### src/rtl/cfgl_pkg.sv
`timescale 1ns/1ps
package cfgl_pkg;
  typedef enum logic [2:0] {
    ST_IDLE, ST_ISOL, ST_PRST, ST_SHIFT, ST_DEISO, ST_ORST
  } seq_state_t;

  typedef enum logic [2:0] {
    SR_IDLE, SR_FETCH, SR_LOAD, SR_LOW, SR_HIGH
  } ser_state_t;
endpackage

### src/rtl/cfgl_hold_timer.sv
`timescale 1ns/1ps
module cfgl_hold_timer #(
  parameter int LIMIT = 16
) (
  input  logic clk,
  input  logic rst,
  input  logic run,
  output logic expire
);
  localparam int CW = $clog2(LIMIT + 1);

  logic [CW-1:0] cnt;

  always_ff @(posedge clk) begin
    if (rst || !run) cnt <= '0;
    else             cnt <= cnt + 1'b1;
  end

  assign expire = run && (cnt == CW'(LIMIT - 1));
endmodule

### src/rtl/cfgl_serializer.sv
`timescale 1ns/1ps
module cfgl_serializer
  import cfgl_pkg::*;
#(
  parameter int WORD_W = 32,
  parameter int LEN_W  = 16,
  parameter int ADDR_W = 11,
  parameter int HALF   = 2,
  parameter int TAP    = 4
) (
  input  logic              clk,
  input  logic              rst,
  input  logic              go,
  input  logic [LEN_W-1:0]  len,
  output logic              rd_en,
  output logic [ADDR_W-1:0] rd_addr,
  input  logic [WORD_W-1:0] rd_data,
  output logic              pclk,
  output logic              head,
  input  logic              tail,
  output logic              finished,
  output logic              mismatch
);
  localparam int BW = $clog2(WORD_W);
  localparam int PW = (HALF > 1) ? $clog2(HALF) : 1;
  localparam int SW = $clog2(TAP + 1);

  ser_state_t        st;
  logic [WORD_W-1:0] sreg;
  logic [LEN_W-1:0]  left;
  logic [BW-1:0]     bidx;
  logic [PW-1:0]     ph;
  logic [TAP-1:0]    hist;
  logic [SW-1:0]     seen;
  logic [ADDR_W-1:0] addr;
  logic              ph_end;

  assign ph_end  = (ph == PW'(HALF - 1));
  assign rd_en   = (st == SR_FETCH);
  assign rd_addr = addr;
  assign head    = sreg[WORD_W-1];

  always_ff @(posedge clk) begin
    if (rst) begin
      st       <= SR_IDLE;
      sreg     <= '0;
      left     <= '0;
      bidx     <= '0;
      ph       <= '0;
      hist     <= '0;
      seen     <= '0;
      addr     <= '0;
      pclk     <= 1'b0;
      finished <= 1'b0;
      mismatch <= 1'b0;
    end else begin
      finished <= 1'b0;
      case (st)
        SR_IDLE: begin
          if (go) begin
            mismatch <= 1'b0;
            seen     <= '0;
            addr     <= '0;
            left     <= len;
            if (len == '0) finished <= 1'b1;
            else           st       <= SR_FETCH;
          end
        end
        SR_FETCH: st <= SR_LOAD;
        SR_LOAD: begin
          sreg <= rd_data;
          addr <= addr + 1'b1;
          bidx <= '0;
          ph   <= '0;
          st   <= SR_LOW;
        end
        SR_LOW: begin
          if (ph_end) begin
            ph   <= '0;
            pclk <= 1'b1;
            hist <= {hist[TAP-2:0], head};
            if (seen != SW'(TAP)) seen <= seen + 1'b1;
            st   <= SR_HIGH;
          end else begin
            ph <= ph + 1'b1;
          end
        end
        SR_HIGH: begin
          if (ph_end) begin
            ph   <= '0;
            pclk <= 1'b0;
            if (seen == SW'(TAP) && tail != hist[TAP-1]) mismatch <= 1'b1;
            left <= left - 1'b1;
            if (left == LEN_W'(1)) begin
              finished <= 1'b1;
              st       <= SR_IDLE;
            end else if (bidx == BW'(WORD_W - 1)) begin
              st <= SR_FETCH;
            end else begin
              sreg <= {sreg[WORD_W-2:0], 1'b0};
              bidx <= bidx + 1'b1;
              st   <= SR_LOW;
            end
          end else begin
            ph <= ph + 1'b1;
          end
        end
        default: st <= SR_IDLE;
      endcase
    end
  end
endmodule

### src/rtl/cfgl_clk_mux.sv
`timescale 1ns/1ps
module cfgl_clk_mux (
  input  logic sys_clk,
  input  logic ext_clk,
  input  logic sel,
  input  logic run,
  output logic op_clk
);
  assign op_clk = run & (sel ? sys_clk : ext_clk);
endmodule

### src/rtl/cfg_chain_loader.sv
`timescale 1ns/1ps
module cfg_chain_loader
  import cfgl_pkg::*;
#(
  parameter int WORD_W    = 32,
  parameter int LEN_W     = 16,
  parameter int RST_HOLD  = 16,
  parameter int PCLK_HALF = 2,
  parameter int TAP_LEN   = 4,
  localparam int ADDR_W   = LEN_W - $clog2(WORD_W)
) (
  input  logic              clk,
  input  logic              rst,
  input  logic              start,
  input  logic [LEN_W-1:0]  bit_len,
  input  logic              clk_sel,
  input  logic              ext_clk,
  output logic              mem_rd_en,
  output logic [ADDR_W-1:0] mem_rd_addr,
  input  logic [WORD_W-1:0] mem_rd_data,
  output logic              busy,
  output logic              done,
  output logic              fab_isol_n,
  output logic              fab_prog_rst,
  output logic              fab_prog_clk,
  output logic              fab_chain_head,
  input  logic              fab_chain_tail,
  output logic              fab_op_rst,
  output logic              fab_op_clk,
  output logic              chain_err
);
  seq_state_t       state, nxt;
  logic [LEN_W-1:0] len_q;
  logic             done_d;
  logic             run_q;
  logic             prst_exp, orst_exp;
  logic             ser_go, ser_fin;

  cfgl_hold_timer #(.LIMIT(RST_HOLD)) prst_tmr_i (
    .clk(clk), .rst(rst), .run(state == ST_PRST), .expire(prst_exp)
  );
  cfgl_hold_timer #(.LIMIT(RST_HOLD)) orst_tmr_i (
    .clk(clk), .rst(rst), .run(state == ST_ORST), .expire(orst_exp)
  );

  assign ser_go = (state == ST_PRST) && prst_exp;

  cfgl_serializer #(
    .WORD_W(WORD_W), .LEN_W(LEN_W), .ADDR_W(ADDR_W),
    .HALF(PCLK_HALF), .TAP(TAP_LEN)
  ) ser_i (
    .clk(clk), .rst(rst), .go(ser_go), .len(len_q),
    .rd_en(mem_rd_en), .rd_addr(mem_rd_addr), .rd_data(mem_rd_data),
    .pclk(fab_prog_clk), .head(fab_chain_head), .tail(fab_chain_tail),
    .finished(ser_fin), .mismatch(chain_err)
  );

  cfgl_clk_mux clk_mux_i (
    .sys_clk(clk), .ext_clk(ext_clk), .sel(clk_sel), .run(run_q), .op_clk(fab_op_clk)
  );

  always_comb begin
    nxt    = state;
    done_d = done;
    case (state)
      ST_IDLE:  if (start) begin nxt = ST_ISOL; done_d = 1'b0; end
      ST_ISOL:  nxt = ST_PRST;
      ST_PRST:  if (prst_exp) nxt = ST_SHIFT;
      ST_SHIFT: if (ser_fin) nxt = ST_DEISO;
      ST_DEISO: nxt = ST_ORST;
      ST_ORST:  if (orst_exp) begin nxt = ST_IDLE; done_d = 1'b1; end
      default:  nxt = ST_IDLE;
    endcase
  end

  always_ff @(posedge clk) begin
    if (rst) begin
      state        <= ST_IDLE;
      len_q        <= '0;
      done         <= 1'b0;
      busy         <= 1'b0;
      fab_isol_n   <= 1'b0;
      fab_prog_rst <= 1'b0;
      fab_op_rst   <= 1'b0;
      run_q        <= 1'b0;
    end else begin
      state        <= nxt;
      done         <= done_d;
      busy         <= (nxt != ST_IDLE);
      fab_isol_n   <= (nxt == ST_DEISO) || (nxt == ST_ORST) || done_d;
      fab_prog_rst <= (nxt == ST_PRST);
      fab_op_rst   <= (nxt == ST_ORST);
      run_q        <= done_d;
      if (state == ST_IDLE && start) len_q <= bit_len;
    end
  end
endmodule

### config.mk
export PLATFORM = sky130hd
export DESIGN_NAME = cfg_chain_loader
export DESIGN_NICKNAME = d
export VERILOG_FILES = /design/src/rtl/cfgl_pkg.sv /design/src/rtl/cfgl_hold_timer.sv /design/src/rtl/cfgl_serializer.sv /design/src/rtl/cfgl_clk_mux.sv /design/src/rtl/cfg_chain_loader.sv
export SDC_FILE = /design/constraint.sdc
export NUM_CORES = 1
export LEC_CHECK = 0
export BUFFER_PORTS_ARGS = -buffer_cell sky130_fd_sc_hd__buf_2
export CAP_MARGIN = 20
export CORE_MARGIN = 2
export CORE_UTILIZATION = 50
export DETAILED_ROUTE_END_ITERATION = 12
export PLACE_DENSITY = 0.68
export SETUP_SLACK_MARGIN = 0.2
export SYNTH_ARGS = -nofsm -noshare
export SYNTH_HDL_FRONTEND = slang
export SYNTH_HIERARCHICAL = 1
export SYNTH_SLANG_ARGS = --single-unit
### constraint.sdc
create_clock -name clk -period 2.65 [get_ports clk]
set_input_delay 0.265 -clock clk [delete_from_list [all_inputs] [get_ports clk]]
set_output_delay 0.265 -clock clk [all_outputs]
set_load 0.02 [all_outputs]
# After elaboration in Yosys (flattened, before gate mapping)
# Index checks and enable logic that the tools add are counted.
[word_totals] ff_bits=112 output_inout_bits=21
[op_classes] reduce_logical=30 n_mux=47 eq_ne=27 n_addsub=7 bitwise=1
[ops] cell="2-to-1 mux 32 bit" count=3
[ops] cell="one-hot mux 32 bit (2 select lines)" count=1
[ops] cell="2-to-1 mux 3 bit" count=12
[ops] cell="2-to-1 mux 16 bit" count=2
[ops] cell="one-hot mux 16 bit (2 select lines)" count=1
[ops] cell="one-hot mux 11 bit (2 select lines)" count=1
[ops] cell="equality test 3 bit (second input constant)" count=6
[ops] cell="one-hot mux 3 bit (6 select lines)" count=1
[ops] cell="equality test 16 x 1 -> 1 bit (second input constant)" count=1
[ops] cell="logical NOT 16 bit" count=1
[ops] cell="AND reduction 4 bit" count=4
[ops] cell="subtractor 16 x 1 -> 16 bit (second input constant)" count=1
[ops] cell="adder 5 x 1 -> 5 bit (second input constant)" count=3
[ops] cell="equality test 3 x 2 -> 1 bit (second input constant)" count=5
[ops] cell="2-to-1 mux 5 bit" count=3
[ops] cell="one-hot mux 3 bit (5 select lines)" count=1
[ops] cell="2-to-1 mux 1 bit" count=13
[ops] cell="nonzero test 2 bit" count=6
[ops] cell="adder 11 x 1 -> 11 bit (second input constant)" count=1
[ops] cell="2-to-1 mux 11 bit" count=1
[ops] cell="equality test 5 x 4 -> 1 bit (second input constant)" count=2
[ops] cell="one-hot mux 1 bit (2 select lines)" count=5
[ops] cell="one-hot mux 5 bit (2 select lines)" count=1
[ops] cell="!= test 2 x 1 -> 1 bit (second input constant)" count=4
[ops] cell="other kinds (18)" count=33

# Depth between registers and ports, before layout
# Gate-level depths: netlist of the first run.
[depth] ltp_word=7 mapped_depth=12 ltp_nobuf=10

# Cells and area by module
# Netlist of the first run, hierarchy kept.
[by_module_without_submodules] module="cfgl_serializer" cells_per_inst=506 seq_area_each_um2=1561.5 n_inst=1 area_per_inst_um2=4001.3
[by_module_without_submodules] module="cfg_chain_loader" cells_per_inst=104 seq_area_each_um2=480.5 n_inst=1 area_per_inst_um2=893.4
[by_module_without_submodules] module="cfgl_hold_timer" cells_per_inst=21 seq_area_each_um2=100.1 n_inst=2 area_per_inst_um2=209.0
[by_module_without_submodules] module="cfgl_clk_mux" cells_per_inst=2 seq_area_each_um2=0.0 n_inst=1 area_per_inst_um2=16.3

==> results of run 1 <==
[logic make-up (layout without fill, tap and decap cells)]
kind of cell / count (synthesis) / in the layout
AND/OR/NAND/NOR: 281 / 281
AO/OA/AOI/OAI: 175 / 175
flip-flops: 112 / 112
buffers and inverters: 60 / 118
multiplexers: 12 / 12
adder cells (fa/ha/maj): 11 / 11
XOR/XNOR: 3 / 3
[per-layer routing]
metal	up-vias	share of wire
met1	2253	0.48
met3	12	0.042
met4	0	0.017
met2	108	0.46
met5	-	0
li1	2430	-
[worst min-delay path: cells and delay by family]
| family | cells | cell delay [ns] |
|---|---|---|
| AO/OA/AOI/OAI | 1 | 0.05 |
| AND/OR/NAND/NOR | 1 | 0.04 |
| buffers and inverters | 1 | 0.09 |
[sequential cells by signal (all words and copies together), names as in the netlist, 4 cells and up]
signal / count
ser_i/left: 16
ser_i/hist: 4
orst_tmr_i/cnt: 5
prst_tmr_i/cnt: 5
ser_i/bidx: 5
ser_i/rd_addr: 11
len_q: 16
ser_i/sreg: 32
[area by class of cell]
type / count / area share
Timing Repair Buffer: 86 / 0.0820
Tap cell: 136 / 0.0283
Clock buffer: 18 / 0.0364
Clock inverter: 2 / 0.00208
Inverter: 12 / 0.00749
Multi-Input combinational cell: 482 / 0.470
Sequential cell: 112 / 0.373
[what timing repair did]
| action | 4_1_cts | 5_1_grt |
|---|---|---|
| hold buffers | 0 | 1 |
| resized for setup | 2 | 3 |
| endpoints found under the hold margin | 0 | 1 |
| buffers inserted | 0 | 0 |
| setup endpoints to repair | 5 | 21 |
[worst max-delay path by stage]
stage	endpoint	startpoint	slack, ns
floorplan	ser_i/rd_addr[2]	state[1]	0.40
global placement	ser_i/left[7]	state[1]	0.21
detailed placement	ser_i/left[7]	state[1]	0.10
CTS	ser_i/rd_addr[5]	state[1]	0.24
global route	ser_i/rd_addr[4]	prst_tmr_i/cnt[0]	0.21
finish	ser_i/rd_addr[5]	state[1]	0.34
[through the flow]
stage / hold WS (ns) / std cells / cell area, sq um
after global routing: 0.0116 / 848 / 6010
after detailed placement: 0.442 / 828 / 5760
after global placement: 0.430 / 828 / 5760
after floorplan: 0.361 / 654 / 5330
after CTS: 0.00194 / 847 / 5990
final: 0.0115 / 848 / 6010
[cells in the mapped netlist (4+ instances only)]
master,count,area (sq um)
nand2_1,117,439
dfxtp_1,112,2240
a21oi_1,51,255
nor2_1,47,176
a31oi_1,36,225
o21a_1,35,263
clkbuf_1,30,113
nand3_1,24,120
o21ai_0,16,80.1
nor3_1,13,65.1
inv_1,12,45.0
and3_1,11,68.8
ha_1,11,138
a211oi_1,9,67.6
buf_2,8,40.0
mux2i_1,8,80.1
and2_1,7,43.8
nand3b_1,7,52.6
nand4_1,7,43.8
nor4_1,7,43.8
nor3b_1,6,45.0
buf_6,5,56.3
nor2b_1,5,31.3
o31ai_1,5,37.5
mux2_2,4,45.0
nand4b_1,4,35.0
[report_power, final]
part / internal [uW] / switching, uW
combinational: 80.8 / 105
sequential: 1710 / 22.3
clock: 519 / 572
==> results.rst, run 1 <==
.. list-table::
   :header-rows: 1

   * - Metric
     - Value
   * - Timing-limited maximum frequency
     - 433 MHz
   * - Post-route worst setup slack
     - 0.343 ns
   * - Placer congestion estimate
     - 0.825
   * - Pre-antenna DRT Iters
     - 5
   * - Row count
     - 37
   * - Antenna violations before repair
     - 0
   * - #FFs+latches synth
     - 112
   * - Count of input and output buffers
     - 74
   * - Count of boundary I/O pins
     - 75
   * - Static Leak
     - 0.00241 uW
   * - Via count
     - 4803
   * - Initial core utilization
     - 0.516
   * - Launch point of the worst hold path
     - bit_len[13]
   * - Met3 GRT Util
     - 0.0334
   * - Most common cell after layout, fill and taps aside
     - nand2_1
   * - Sequential cell area fraction in the yosys report
     - 0.421
   * - Largest clock skew in the final design
     - 0.00437 ns
   * - Number of distinct standard cells referenced by the synthesized netlist
     - 59
   * - Startpoint of the worst-slack reg-to-reg timing path
     - state[1]
   * - Total negative setup slack
     - 0 ns
   * - Data arrival, critical path
     - 2.66 ns
   * - Fillers
     - 951
   * - Tot Pwr
     - 3000 uW
   * - Cell with the largest stage delay on the worst path
     - or4b_2
   * - Die span in y
     - 107 microns
   * - Run status
     - completed
   * - Dominant synthesized flop cell
     - dfxtp_1
   * - Met1 Use GR
     - 0.286
   * - Class of the tightest hold or removal check
     - primary input to flip-flop
   * - Proportion of layout cells with a drive suffix above 1
     - 0.173
   * - Worst Path Required
     - 3.00 ns
   * - Capture instance of the worst register-to-register path
     - ser_i/rd_addr[5]
   * - Worst setup path class
     - flip-flop to flip-flop
   * - Multiplexer share of the synthesized area
     - 0.0235
   * - Least-Margin Pin Slew
     - 0.854 ns
   * - Worst-Skew Late Latency
     - 0.48 ns
   * - Number of warnings reported in the yosys synthesis log
     - 6
   * - Global-route wire length before repair
     - 20100 microns
   * - Areal power density over the cells
     - 500 nW/um^2
   * - Placement-stage worst setup slack
     - 0.100 ns
   * - Most crowded layer after global routing
     - met2
   * - TritonCTS clock tree
     - done
   * - Post-synthesis compound-gate area fraction
     - 0.209
   * - Floorplan Core Area
     - 10300 sq um
   * - Clock input transition at the sequential cells of the worst setup and hold paths
     - 0.10 ns
   * - Number of nets in the layout
     - 772
   * - Type of element capturing the critical path
     - flip-flop
   * - Maximum fanout along the worst path
     - 8
   * - Period minus WS final
     - 2.31 ns
   * - GR met2 Demand/Resource
     - 0.342
   * - Kind of cell adding the most delay to the critical path
     - simple AND/OR/NAND/NOR gates
   * - Gate Count Post-Synth
     - 654
   * - Worst reg2reg setup slack
     - 0.34 ns
   * - Worst reg-to-reg path cell count
     - 8
   * - Hpwl dp
     - 7780 microns
   * - Maximum cell stage delay along the critical path
     - 0.74 ns
   * - Mapped Area
     - 5330 sq um
   * - Async SR Flop Fraction
     - 0
   * - Number of remaining DRC errors
     - 0
   * - Wire length per cell
     - 13.9 microns
   * - Setup repair after global routing missed its margin
     - no
   * - Horiz. Die Dim
     - 107 microns
   * - Die outline area
     - 11500 sq um
   * - Hold path endpoint
     - len_q[13]
   * - CP most frequent cell
     - nor2b_2
   * - DRT Wirelength
     - 11800 microns
   * - Number of max-capacitance violations reported
     - 0
   * - Startpoint class of the critical path
     - flip-flop
   * - Share of the clock period used by the worst path
     - 0.871
   * - Area used by multi-input combinational logic
     - 2830 sq um
   * - IR drop worst, VDD
     - 0.362 mV
   * - Crit path depth
     - 8
   * - Area occupied by registers
     - 2240 sq um
   * - Total nets after synthesis
     - 719
   * - Detailed router's first-iteration violation count
     - 380
   * - Post-route core utilization
     - 0.582
   * - GRT Total Usage
     - 0.215
   * - Highest-count cells in the layout ignoring fill and taps
     - nand2_1 (117), dfxtp_1 (111), buf_2 (73)
   * - Mean Syn Cell Area
     - 8.15 sq um
   * - Simple logic cell fraction of the synthesized area
     - 0.263
   * - Post-synth EDFFs
     - 0
   * - Vias in the first global route
     - 4398
   * - Final hold violations
     - 0
   * - Maximum number of pins on one net before global-route repair
     - 59
   * - Count of nets left with antenna violations after detail routing
     - 0
   * - ANT cells
     - 0
   * - Post-synthesis to final-layout area growth
     - 12.8%
   * - Post-DR vias/cell
     - 5.66
   * - Chain of cells forming the critical path
     - nor2b_2, nor2b_2, and2_2, and2_1, or4b_2, nand3_1, o21a_1, nor2_1
   * - Total grt overflow
     - 0
   * - Final setup violating endpoints
     - 0
   * - Buffers and inverters on the worst path
     - 0
   * - Hold Crit Depth
     - 3
   * - Dominant combinational cell family by area after synthesis
     - simple AND/OR/NAND/NOR gates
   * - Share of the synthesized netlist area taken by xor and xnor gates
     - 0.00493
   * - Max Transition Viols Final
     - 0
   * - Headroom to the max-slew limit
     - 0.428
   * - Synthesized-area fraction occupied by adder cells
     - 0.0258
(Power assumes the default switching activity.)
==> run 2: changes to the inputs <==
--- a/config.mk
+++ b/config.mk
@@ -5,12 +5,14 @@
 export SDC_FILE = /design/constraint.sdc
 export NUM_CORES = 1
 export LEC_CHECK = 0
+export ABC_AREA = 1
 export BUFFER_PORTS_ARGS = -buffer_cell sky130_fd_sc_hd__buf_2
 export CAP_MARGIN = 20
 export CORE_MARGIN = 2
 export CORE_UTILIZATION = 50
 export DETAILED_ROUTE_END_ITERATION = 12
 export PLACE_DENSITY = 0.68
+export REMOVE_ABC_BUFFERS = 1
 export SETUP_SLACK_MARGIN = 0.2
 export SYNTH_ARGS = -nofsm -noshare
 export SYNTH_HDL_FRONTEND = slang
==> run 2 against run 1 <==
Compared with the run above:
- clock-buffer cell count unchanged
- via count increased by 11%
- register-to-register slack improved by 0.16 ns
- largest power group is now clock
- clock skew increased by 0.0014 ns
- area after synthesis increased by 8.7%
- largest cell class unchanged
- die area increased by 8.3%
==> results.rst, run 2 <==
.. list-table::
   :header-rows: 1

   * - Metric
     - Value
   * - Multiplexer share of the synthesized area
     - 0 (-0.0235)
   * - Worst reg-to-reg path cell count
     - 10 (+2)
   * - Simple logic cell fraction of the synthesized area
     - 0.359 (+0.0961)
   * - Detailed router's first-iteration violation count
     - 311 (-18%)
   * - GRT Total Usage
     - 0.209 (-0.00592)
   * - Floorplan Core Area
     - 11400 sq um (+10%)
   * - Dominant combinational cell family by area after synthesis
     - simple AND/OR/NAND/NOR gates
   * - Most common cell after layout, fill and taps aside
     - nand2_1
   * - Worst-Skew Late Latency
     - 0.41 ns (-0.07 ns)
   * - Post-synthesis cell type with the largest combined area
     - dfxtp_1
   * - Post-synthesis to final-layout area growth
     - 19.0%
   * - Number of warnings reported in the yosys synthesis log
     - 6 (unchanged)
   * - Initial core utilization
     - 0.509 (-0.00688)
   * - Max Transition Viols Final
     - 0 (unchanged)
   * - Psw
     - 950 uW (+36%)
   * - Hold Crit Depth
     - 3 (unchanged)
   * - TritonCTS clock tree
     - done
   * - IR drop worst, VDD
     - 0.577 mV (+59%)
   * - Async SR Flop Fraction
     - 0 (unchanged)
   * - Hold path endpoint
     - len_q[3]
   * - Dominant synthesized flop cell
     - dfxtp_1
   * - Total grt overflow
     - 0 (unchanged)
   * - Tot Pwr
     - 4600 uW (+53%)
   * - Global-route wire length before repair
     - 21700 microns (+8.0%)
   * - Combinational share of power
     - 0.044 (-0.018)
   * - Worst setup path class
     - clock port to primary output
   * - Maximum number of pins on one net before global-route repair
     - 87 (+47%)
   * - Type of element capturing the critical path
     - primary output
   * - Setup repair after global routing missed its margin
     - no
   * - Cell internal pwr
     - 3650 uW (+58%)
   * - Final setup violating endpoints
     - 0 (unchanged)
   * - Antenna violations before repair
     - 0 (unchanged)
   * - Largest clock skew in the final design
     - 0.00581 ns (+0.00144 ns)
   * - Data arrival, critical path
     - 2.05 ns (-0.61 ns)
   * - Startpoint of the worst-slack reg-to-reg timing path
     - ser_i/bidx[0]
   * - Share of the synthesized netlist area taken by xor and xnor gates
     - 0.00756 (+0.00263)
   * - Class of the tightest hold or removal check
     - primary input to flip-flop
   * - Clock tree root buffer cell
     - clkbuf_16
   * - Headroom to the max-slew limit
     - 0.489 (+0.0606)
   * - Number of distinct standard cells referenced by the synthesized netlist
     - 36 (-39%)
   * - Final non-filler cell total
     - 1105 (+30%)
   * - Horiz. Die Dim
     - 112 microns (+4.1%)
   * - Count of input and output buffers
     - 74 (unchanged)
   * - Post-synth EDFFs
     - 0 (unchanged)
   * - Worst Path Required
     - 2.38 ns (-0.62 ns)
   * - Mean Syn Cell Area
     - 6.57 sq um (-19%)
   * - Top cells by area, synth
     - dfxtp_1 (39%), nand2_1 (15%), nor2_1 (9.8%)
   * - Total instance count after detailed placement
     - 1073 (+30%)
   * - Number of max-capacitance violations reported
     - 0 (unchanged)
   * - Die outline area
     - 12500 sq um (+8.3%)
   * - Top cell type's share of synthesized area
     - 0.387 (-0.0335)
   * - Hpwl dp
     - 8360 microns (+7.5%)
   * - Placer congestion estimate
     - 0.874 (+5.9%)
   * - Post-synthesis compound-gate area fraction
     - 0.120 (-0.0895)
   * - Capture instance of the worst register-to-register path
     - ser_i/sreg[19]
   * - Areal power density over the cells
     - 668 nW/um^2 (+34%)
   * - Synthesized-area fraction occupied by adder cells
     - 0.0238 (-0.00206)
   * - List of most frequent post-synthesis cells
     - nand2_1 (236), nor2_1 (151), dfxtp_1 (112)
   * - Worst reg2reg setup slack
     - 0.50 ns (+0.16 ns)
   * - Sequential cell area fraction in the yosys report
     - 0.387 (-0.0335)
   * - Count of nets left with antenna violations after detail routing
     - 0 (unchanged)
   * - Post-route core utilization
     - 0.606 (+0.0240)
   * - ANT cells
     - 0 (unchanged)
   * - #FFs+latches synth
     - 112 (unchanged)
   * - Register containing the most flip-flops in the final layout
     - ser_i/sreg
   * - Power share of the sequential group
     - 0.378 (-0.197)
   * - Startpoint class of the critical path
     - clock port
   * - Via count
     - 5344 (+11%)
   * - Die span in y
     - 112 microns (+4.1%)
   * - Number of nets in the layout
     - 1014 (+31%)
   * - Number of buffers on the longest clock path
     - 2
   * - Launch point of the worst hold path
     - bit_len[3]
   * - Final hold violations
     - 0 (unchanged)
   * - Static Leak
     - 0.00337 uW (+40%)
   * - CTS Buf Count
     - 17
   * - Row count
     - 39 (+5.4%)
   * - Switching Share
     - 0.206 (-0.0261)
   * - Proportion of layout cells with a drive suffix above 1
     - 0.179 (+0.00604)
   * - Run status
     - completed
   * - Least-Margin Pin Slew
     - 0.767 ns (-0.0873 ns)
   * - Count leader, synth
     - nand2_1
   * - Pre-antenna DRT Iters
     - 4 (-1)
   * - Clock input transition at the sequential cells of the worst setup and hold paths
     - 0.05 ns (-0.05 ns)
   * - Maximum fanout along the worst path
     - 16 (+8)
   * - Hold buffer count at cts
     - 0 (unchanged)
   * - Vias in the first global route
     - 4954 (+13%)
   * - Relative contribution of the clock network to total power
     - 0.578 (+0.215)
   * - Largest registers ranked by flip-flop count
     - ser_i/sreg (32), len_q (16), ser_i/left (16)
   * - Largest register FFs
     - 32 (unchanged)
   * - Mapped Area
     - 5790 sq um (+8.7%)
   * - DRT Wirelength
     - 12400 microns (+4.8%)
   * - Wire length per cell
     - 11.2 microns (-20%)
   * - Highest-count cells in the layout ignoring fill and taps
     - nand2_1 (236), nor2_1 (151), dfxtp_1 (112)
   * - Gate Count Post-Synth
     - 881 (+35%)
   * - Post-DR vias/cell
     - 4.84 (-15%)
   * - Number of remaining DRC errors
     - 0 (unchanged)
   * - Count of boundary I/O pins
     - 75 (unchanged)
   * - CTS H-tree lvls
     - 4
==> run 2: logic make-up after synthesis <==
logic type,after synthesis
buffers and inverters,130
AO/OA/AOI/OAI,133
AND/OR/NAND/NOR,490
flip-flops,112
XOR/XNOR,5
adder cells (fa/ha/maj),11
==> run 2: worst max-delay path by stage <==
stage | startpoint | to | slack (ns) | cells after the start
6_report | clk | fab_op_clk | 0.34 | 7
5_1_grt | prst_tmr_i/cnt[0] | ser_i/left[1] | 0.22 | 13
4_1_cts | clk | fab_op_clk | 0.31 | 7
3_5_place_dp | prst_tmr_i/cnt[0] | ser_i/left[1] | 0.34 | 13
3_3_place_gp | prst_tmr_i/cnt[0] | ser_i/left[0] | 0.42 | 13
2_1_floorplan | ser_i/st[0] | ser_i/sreg[29] | -0.24 | 6
==> run 2: final cells by class <==
type,instances,area [sq um]
fill,1108,4480
multi-input combinational,639,2960
sequential,112,2240
timing repair buffer,81,450
clock buffer,18,430
inverter,96,363
clock inverter,16,268
tap,143,179
==> run 2: what timing repair did <==
| item | in CTS | in global routing |
|---|---|---|
| gates resized for setup | 0 | 1 |
| setup buffers | 0 | 0 |
| setup endpoints to repair | 0 | 7 |
==> run 2: worst max-delay path, cell delays in order <==
cell and delay (ns):
clkbuf_16 0.20, clkbuf_16 0.18, inv_1 0.05, nand2_1 0.04
nand2_1 0.06, nor2_2 0.03, buf_2 0.15
==> run 2: per-layer routing <==
metal / up-vias / GRT usage / part of all wire
met4: 0 / 0.0831 / 0.017
met3: 21 / 0.0550 / 0.052
met2: 105 / 0.334 / 0.45
li1: 2900 / - / -
met5: - / 0 / 0
met1: 2318 / 0.272 / 0.48
==> run 2: power by group through the flow <==
stage	registers, uW	logic [uW]	clock network [uW]
after global routing	1740	238	2790
after floorplan	1770	120	8.77
after global placement	1780	205	8.76
final	1740	203	2660
after detailed placement	1780	205	8.76
after CTS	1740	207	2710
==> run 2: per-stage QoR <==
stage / TNS (ns) / setup slack [ns] / instance area (sq um) / hold slack [ns]
6_report: 0 / 0.338 / 6890 / 0.0897
5_1_grt: 0 / 0.220 / 6890 / 0.100
4_1_cts: 0 / 0.312 / 6890 / 0.0744
3_5_place_dp: 0 / 0.342 / 6200 / 0.439
3_3_place_gp: 0 / 0.423 / 6200 / 0.430
2_1_floorplan: -8.13 / -0.243 / 5560 / 0.334
